File: src/rtl/cp_timer_irq_unit.sv
module cp_timer_irq_unit #(
  parameter int DATA_W = 32,
  parameter int REG_N = 16,
  parameter logic [3:0] PRI_ID = 4'd4,
  parameter logic [3:0] SEC_ID = 4'd5,
  parameter logic [DATA_W-1:0] CNT_INIT = '0
) (
  input  logic              clk,
  input  logic              rst_n,
  input  logic              cmd_valid,
  input  logic [3:0]        cmd_cp,
  input  logic [2:0]        cmd_kind,
  input  logic [31:0]       cmd_instr,
  input  logic [DATA_W-1:0] cmd_wdata,
  output logic [1:0]        resp,
  output logic [DATA_W-1:0] rd_data,
  output logic              fiq_n,
  output logic              irq_n
);
  localparam int IDX_W = $clog2(REG_N);
  localparam logic [2:0] K_XWR = 3'd0, K_XRD = 3'd1, K_LD = 3'd2, K_ST = 3'd3, K_OP = 3'd4;
  localparam logic [1:0] R_NONE = 2'd0, R_DONE = 2'd1, R_BUSY = 2'd2, R_CANT = 2'd3;
  localparam logic [DATA_W-1:0] ONE = DATA_W'(1);

  logic [DATA_W-1:0] regs [REG_N];
  logic [DATA_W-1:0] cnt_q, fin_q;
  logic              stall_q;
  logic [1:0]        line_n, arm_q;
  logic [DATA_W-1:0] cd_q [2];

  logic              hit, is_pri, is_sec, is_op;
  logic [3:0]        opc;
  logic [IDX_W-1:0]  xidx, midx, didx;
  logic [DATA_W-1:0] delay, left;
  logic [1:0]        set_v, clr_v;
  logic              op_stall, op_snap, op_ok;
  logic              unused_instr;

  assign is_pri = cmd_cp == PRI_ID;
  assign is_sec = cmd_cp == SEC_ID;
  assign hit    = cmd_valid && !stall_q && (is_pri || is_sec);
  assign is_op  = hit && cmd_kind == K_OP;
  assign opc    = cmd_instr[23:20];
  assign xidx   = cmd_instr[16 +: IDX_W];
  assign midx   = cmd_instr[12 +: IDX_W];
  assign didx   = cmd_instr[0 +: IDX_W];
  assign delay  = regs[didx];
  assign left   = cnt_q - fin_q;
  assign unused_instr = ^cmd_instr;

  assign op_stall = is_op && opc == 4'd0;
  assign op_snap  = is_op && is_sec && opc == 4'd5;
  assign set_v    = {is_op && is_sec && opc == 4'd2, is_op && is_sec && opc == 4'd1};
  assign clr_v    = {is_op && is_sec && opc == 4'd4, is_op && is_sec && opc == 4'd3};
  assign op_ok    = op_stall || op_snap || (|set_v) || (|clr_v);

  assign fiq_n = line_n[0];
  assign irq_n = line_n[1];

  always_ff @(posedge clk) begin
    if (!rst_n) cnt_q <= CNT_INIT;
    else        cnt_q <= cnt_q + ONE;
  end

  always_ff @(posedge clk) begin
    if (!rst_n) begin
      resp    <= R_NONE;
      rd_data <= '0;
      stall_q <= 1'b0;
      fin_q   <= '0;
      for (int i = 0; i < REG_N; i++) regs[i] <= '0;
    end else begin
      resp <= R_NONE;
      if (stall_q) begin
        if (!left[DATA_W-1]) begin
          resp    <= R_DONE;
          stall_q <= 1'b0;
        end else begin
          resp <= R_BUSY;
        end
      end else if (hit) begin
        case (cmd_kind)
          K_XWR: begin
            regs[xidx] <= cmd_wdata;
            resp <= R_DONE;
          end
          K_XRD: begin
            rd_data <= regs[xidx];
            resp <= R_DONE;
          end
          K_LD: begin
            if (is_pri) begin
              regs[midx] <= cmd_wdata;
              resp <= R_DONE;
            end else resp <= R_CANT;
          end
          K_ST: begin
            if (is_pri) begin
              rd_data <= regs[midx];
              resp <= R_DONE;
            end else resp <= R_CANT;
          end
          K_OP: begin
            if (!op_ok) resp <= R_CANT;
            else if (op_stall && delay != '0) begin
              resp    <= R_BUSY;
              stall_q <= 1'b1;
              fin_q   <= cnt_q + delay;
            end else begin
              resp <= R_DONE;
              if (op_snap) regs[didx] <= cnt_q;
            end
          end
          default: resp <= R_CANT;
        endcase
      end
    end
  end

  always_ff @(posedge clk) begin
    if (!rst_n) begin
      line_n <= 2'b11;
      arm_q  <= 2'b00;
      for (int i = 0; i < 2; i++) cd_q[i] <= '0;
    end else begin
      for (int i = 0; i < 2; i++) begin
        if (clr_v[i]) begin
          line_n[i] <= 1'b1;
          arm_q[i]  <= 1'b0;
        end else if (set_v[i]) begin
          if (delay == '0) begin
            line_n[i] <= 1'b0;
            arm_q[i]  <= 1'b0;
          end else begin
            arm_q[i] <= 1'b1;
            cd_q[i]  <= delay;
          end
        end else if (arm_q[i]) begin
          if (cd_q[i] == ONE) begin
            line_n[i] <= 1'b0;
            arm_q[i]  <= 1'b0;
          end else begin
            cd_q[i] <= cd_q[i] - ONE;
          end
        end
      end
    end
  end
endmodule


File: config.mk
export PLATFORM = sky130hd
export DESIGN_NAME = cp_timer_irq_unit
export DESIGN_NICKNAME = d
export VERILOG_FILES = /design/src/rtl/cp_timer_irq_unit.sv
export SDC_FILE = /design/constraint.sdc
export NUM_CORES = 1
export LEC_CHECK = 0
export ABC_CLOCK_PERIOD_IN_PS = 5660
export BUFFER_PORTS_ARGS = -buffer_cell sky130_fd_sc_hd__buf_4
export CAP_MARGIN = 20
export CORE_MARGIN = 5
export CORE_UTILIZATION = 64
export DETAILED_ROUTE_END_ITERATION = 12
export PLACE_DENSITY_LB_ADDON = 0.05
export RECOVER_POWER = 50
export SYNTH_ARGS = -nofsm -noshare
export SYNTH_HDL_FRONTEND = slang
export SYNTH_SLANG_ARGS = --single-unit
File: constraint.sdc
create_clock -name clk -period 5.66 [get_ports clk]
set_input_delay 0 -clock clk [delete_from_list [all_inputs] [get_ports clk]]
set_output_delay 0 -clock clk [all_outputs]
set_load 0.03 [all_outputs]
==> results.cfg, run 1 <==
[setup_path]
crit_required_ps = 5950
slowest_stage = nand2_2
critPathKind = flip-flop to flip-flop
rr_startpoint = stall_q$_SDFF_PN0_
crit_path_cell_trace = nand4b_1 -> nor4_1 -> clkbuf_1 -> nand3_1 -> nor2_4 -> a221oi_1 -> nor2_1 -> nand2_2 -> clkbuf_2 -> nand2_2 -> buf_4
start_kind = flip-flop
cp_max_fo = 33
max_stage_delay_ps = 950
critical_path_arrival_ps = 5760
cp-startpoint = stall_q$_SDFF_PN0_
crit_top_cell = nand2_2
crit_path_end_kind = flip-flop

[floorplanning]
die_x_um = 260
ioPinCount = 110
die-area_sq_um = 67700
coreArea_sq_um = 61800
rows = 91
start_util_pct = 64.8
die_y_um = 260

[timing]
hold_violations = 0
setup_viol = 0
fin_crit_sh_pct = 96.6
rsz0062_at_grt = no
relSlewSlack_pct = -170
tightest_slew_ps = 4050
fmax_mhz = 183
maxSlewViolCount = 368
layout_min_cycle_time_ps = 5470
fin_worst_skew_ps = 26.3
setup-tns-final_ps = 0
holdWs_ps = 42.4

[finish]
final_cell_mix = 675 x nor2_1, 576 x edfxtp_1, 442 x mux4_2
antenna_cells = 0
area.growth.synth_to_final_pct = 11.4
drive_above_1_share_pct = 24.3
fin_area_sq_um = 44600
layout_commonest_cell = nor2_1
nets = 3239

[detailed_routing]
route.detailed.drc = 0
ant_nets = 0
via_per_inst = 7.46
drtIter0Drc = 4874
wl_met3_mm = 20.3
wl_met2_mm = 61.7
met1_length_mm = 43.4
post_drt_wl_per_cell_um = 33.6
topRoutingLayerUsed = met4
firstDrtPassIters = 7
finalWirelength_mm = 134
dr_total_vias = 29800

[cts]
root_buffer = clkbuf_16
htreeDepth = 3
cts_tree = built
path_clk_slew_ps = 60
clkLatencyLatePin_ps = 640
cts_made_buffers = 75
cts_max_path_buffers = 3
clock_sinks = 679
post_cts_buffers = 0

[placement]
port_buffers = 93
routabilityCongestion = 0.885
dpl_cell_area_sq_um = 41900
hpwl_mm = 78.8

[yosys]
dominantRegCellSynth = edfxtp_1
syn_nets = 3163
synth_edf_count = 576
ys_warn_count = 0
syn_area_sq_um = 40100
synth.ff_latch_count = 679
synth.yosys.seq_area_share_pct = 48.3
synth.area.top_cells = edfxtp_1 43%, mux4_2 25%, nor2_1 6.3%
syn_inst = 3022
avgSynthCellArea_sq_um = 13.3
synth_top_area_share_pct = 43.2
synth.distinct_cells = 69
async_flop_share_pct = 0
synth_top_area_cell = edfxtp_1

[grt]
antenna_found_initial = 2
grt_use_total_pct = 39.7
grt_max_degree = 92
grt_pass1_vias = 29700
overflow = 0
grt_pass1_wl_mm = 195

[status]
status = complete, but fails checks
violations = capacitance limit, slew limit

[min_path]
hold_path.class = input port to flip-flop
hold_path_startpoint = cmd_cp[2]

[power_and_ir_drop]
ir_drop_mv = 0.285
p_leak_nw = 15.9
p_per_area_nw_per_um2 = 277

[run]
drv_cap = 9
[kinds of logic after synthesis]
| logic type | synth area share, % |
|---|---|
| AND/OR/NAND/NOR | 10.6 |
| flip-flops | 48.3 |
| AO/OA/AOI/OAI | 5.41 |
| multiplexers | 28.1 |
| XOR/XNOR | 2.43 |
| adder cells (fa/ha/maj) | 2.11 |
| buffers and inverters | 3.05 |
[path summary, 6_finish.rpt]
path,cells after the start,end,slack [ps]
max,11,regs[10][10]$_SDFFCE_PN0P_,190
min,4,resp[1]$_SDFF_PN0_,40
min reg2reg,2,fin_q[30]$_SDFFE_PN0P_,460
max reg2reg,11,regs[10][10]$_SDFFCE_PN0P_,190
[synth_stat cells, types with 10 or more instances]
cell type / n
nor2b_1: 18
o21ai_0: 41
nor2_1: 677
buf_1: 44
nor4_1: 22
nand2_1: 114
or4_1: 11
nand3_1: 34
and2_1: 10
a22oi_1: 26
mux4_2: 442
buf_4: 15
inv_1: 48
xor2_1: 50
a21o_1: 12
a221oi_1: 21
nor3_1: 34
buf_2: 13
o2bb2ai_1: 31
nand2b_1: 11
mux2i_1: 125
nand4_1: 14
xnor2_1: 61
a211oi_1: 68
ha_1: 66
clkbuf_1: 168
a21oi_1: 48
dfxtp_1: 103
edfxtp_1: 576
[timing repair]
action	4_1_cts	5_1_grt
hold endpoints to repair	478	13
hold buffers	42	1
setup endpoints to repair	0	0
gates resized for setup	0	0
[flip-flops by register name (all words and copies together), names as in the netlist]
name / flops
rd_data: 32
cd_q: 64
resp: 2
regs: 512
line_n: 2
cnt_q: 32
arm_q: 2
stall_q: 1
fin_q: 32
[per-layer routing]
metal / GRT usage, % / vias to the layer above
li1: - / 11900
met1: 51.6 / 14800
met5: 0 / -
met3: 11.9 / 550
met4: 19.9 / 0
met2: 61.5 / 2587
[metrics by stage]
step	std cells	setup slack (ps)	power, W	utilization [%]
2_1_floorplan	3022	1370	0.00670	-
3_3_place_gp	3812	849	0.00718	67.7
3_5_place_dp	3814	855	0.00722	67.7
4_1_cts	3992	787	0.0123	72.5
5_1_grt	3994	284	0.0126	72.2
6_report	3994	194	0.0124	72.2
[cell type report]
| cell class | count | area, sq um |
|---|---|---|
| clock inverters | 33 | 449 |
| inverters | 51 | 194 |
| well taps | 837 | 1050 |
| multi-input cells | 2047 | 19600 |
| flip-flops and latches | 679 | 19400 |
| clock buffers | 103 | 2090 |
| repair buffers | 244 | 1900 |
| fillers | 4161 | 17200 |
[critical path, delay by kind of cell, from the launching register on]
kind	cells	cell delay, ps
simple gates	7	2870
buf+inv	3	1590
flops	1	320
compound gates	1	320
[where the power goes]
part / total, W / switching (W) / leakage (nW) / internal [W]
clock network: 0.00515 / 0.00210 / 1.23 / 0.00305
registers: 0.00567 / 0.000116 / 6.83 / 0.00555
logic: 0.00154 / 0.000879 / 7.81 / 0.000660
total: 0.0124 / 0.00309 / 15.9 / 0.00927
Note: power is estimated with default switching activity, not from simulation.
==> run 2: changes to the inputs <==
- ABC_CLOCK_PERIOD_IN_PS: 5660 -> 5900
- CELL_PAD_IN_SITES_DETAIL_PLACEMENT: default -> 0
- CELL_PAD_IN_SITES_GLOBAL_PLACEMENT: default -> 2
- CORE_UTILIZATION: 64 -> 46
- clock period: 5.66 -> 5.9 ns (I/O delays scaled with it)
==> run 2 against run 1 <==
The flow still finishes with violations (capacitance limit, slew limit); total power decreased by 2.7%; sequential power fell by 4.2%; sequential cell count unchanged; design area is 1.3% higher; count of clock-buffer cells in the layout fell by 4; die area increased by 38%; first-iteration DRC count shrank 26%; cell count grew 8.5%; maximum frequency increased by 2.7%; clock power decreased by 2%; worst setup slack gained 380 ps; via count decreased by 3.3%; critical path type unchanged; highest routed layer unchanged.
==> results.cfg, run 2 (same netlist as run 1, synthesis figures left out) <==
[finish]
nets = 3253
layout_commonest_cell = nor2_1
largest_reg_flops = 512
area.growth.synth_to_final_pct = 12.8
antenna_cells = 0
largest_registers = regs x512, cd_q x64
max_flop_register = regs
final_cell_mix = 675 x nor2_1, 576 x edfxtp_1, 442 x mux4_2
drive_above_1_share_pct = 25.1
n_fill_cell = 7425

[setup_path]
critical-path-top-delay-family = buffers and inverters
start_kind = flip-flop
crit_top_cell = clkbuf_1
critPathKind = flip-flop to flip-flop
crit_path_end_kind = flip-flop
slowest_stage = clkbuf_2
path_buf_inv = 3
max_stage_delay_ps = 1240
crit_path_cell_trace = nand4b_1 -> nor4_1 -> clkbuf_1 -> nand3_1 -> nor2_4 -> clkbuf_1 -> mux2i_1 -> and2_1 -> nand2_1 -> clkbuf_2 -> nor2_1
critical_path_arrival_ps = 5640
crit_required_ps = 6220
cp_max_fo = 32

[grt]
grt_pass1_wl_mm = 204
grt_use_total_pct = 30.2
antenna_found_initial = 0
grt_max_degree = 107
grt_pass1_vias = 28800
overflow = 0

[floorplanning]
start_util_pct = 46.3
rows = 108
die_x_um = 305
die-area_sq_um = 93100
ioPinCount = 110
die_y_um = 305
coreArea_sq_um = 86600

[power_and_ir_drop]
clockPowerShare_pct = 42.1
comb_power_share_pct = 12.8
p_sw_share_pct = 25.8
pwr-share-seq_pct = 45.1
p_switching_w = 0.00310
p_per_area_nw_per_um2 = 266
intPower_w = 0.00893
p_leak_nw = 16.0
ir_drop_mv = 0.219

[placement]
routabilityCongestion = 0.879
hpwl_mm = 85.6
port_buffers = 93

[cts]
cts_tree = built
cts_made_buffers = 80
clkLatencyLatePin_ps = 650
htreeDepth = 3
cts_resized = 0
postCtsHoldBufs = 41
clock_sinks = 679
cts_max_path_buffers = 3
post_cts_buffers = 0
root_buffer = clkbuf_16
path_clk_slew_ps = 60

[detailed_routing]
post_drt_wl_per_cell_um = 33.0
route.detailed.drc = 0
finalWirelength_mm = 143
firstDrtPassIters = 5
via_per_inst = 6.65
drtIter0Drc = 3616
ant_nets = 0
dr_total_vias = 28800

[timing]
holdWs_ps = 53.9
fin_crit_sh_pct = 90.2
setup_viol = 0
fin_worst_skew_ps = 31.1
fmax_mhz = 188
maxSlewViolCount = 387
layout_min_cycle_time_ps = 5320
hold_violations = 0
relSlewSlack_pct = -188
rsz0062_at_grt = no
setup-tns-final_ps = 0
tightest_slew_ps = 4320

[status]
violations = capacitance limit, slew limit
status = complete, but fails checks

[min_path]
hold_path.class = input port to flip-flop

[run]
drv_cap = 9
==> run 2: worst paths after layout <==
kind                     startpoint                   endpoint  slack [ps]  cells past startpoint
max              stall_q$_SDFF_PN0_  regs[4][24]$_SDFFCE_PN0P_         580                     11
min                     cmd_kind[2]         resp[1]$_SDFF_PN0_          50                      4
max reg2reg      stall_q$_SDFF_PN0_  regs[4][24]$_SDFFCE_PN0P_         580                     11
min reg2reg  fin_q[28]$_SDFFE_PN0P_     fin_q[28]$_SDFFE_PN0P_         460                      2
==> run 2: layer usage <==
metal / part of all wire, % / routed length, um / global-route usage (%) / vias to the layer above
li1: - / - / - / 12000
met1: 38 / 54700 / 40.8 / 14800
met2: 47 / 67600 / 49.4 / 1776
met3: 11 / 15600 / 6.57 / 281
met4: 3.6 / 5140 / 9.73 / 0
met5: 0 / 0 / 0 / -
==> run 2: worst min-delay path: stages <==
cell and delay (ps):
buf_4 140, a21oi_1 150, a2111oi_0 150, o21bai_1 180
==> run 2: layout make-up <==
type / instances / area (sq um) / share of cell area [%]
timing repair buffer: 253 / 1930 / 4.27
multi-input combinational: 2047 / 19600 / 43.4
sequential: 679 / 19400 / 42.8
inverter: 51 / 194 / 0.429
clock buffer: 99 / 2120 / 4.70
tap: 1155 / 1450 / 3.20
clock inverter: 50 / 526 / 1.16
==> run 2: stage by stage <==
| stage | cells | total power (W) | setup slack [ps] | cell area (sq um) | utilization [%] |
|---|---|---|---|---|---|
| 2_1_floorplan | 3022 | 0.00643 | 1610 | 40100 | - |
| 3_3_place_gp | 4142 | 0.00700 | 690 | 42400 | 48.9 |
| 3_5_place_dp | 4142 | 0.00702 | 863 | 42400 | 48.9 |
| 4_1_cts | 4332 | 0.0121 | 800 | 45400 | 52.4 |
| 5_1_grt | 4334 | 0.0124 | 308 | 45200 | 52.2 |
| 6_report | 4334 | 0.0120 | 579 | 45200 | 52.2 |
==> run 2: power by group through the flow <==
| stage | sequential [W] | combinational [W] | clock (W) |
|---|---|---|---|
| after floorplan | 0.00550 | 0.000929 | 0 |
| after global placement | 0.00551 | 0.00149 | 0 |
| after detailed placement | 0.00552 | 0.00150 | 0 |
| after CTS | 0.00542 | 0.00152 | 0.00515 |
| after global routing | 0.00544 | 0.00160 | 0.00535 |
| final | 0.00543 | 0.00154 | 0.00507 |
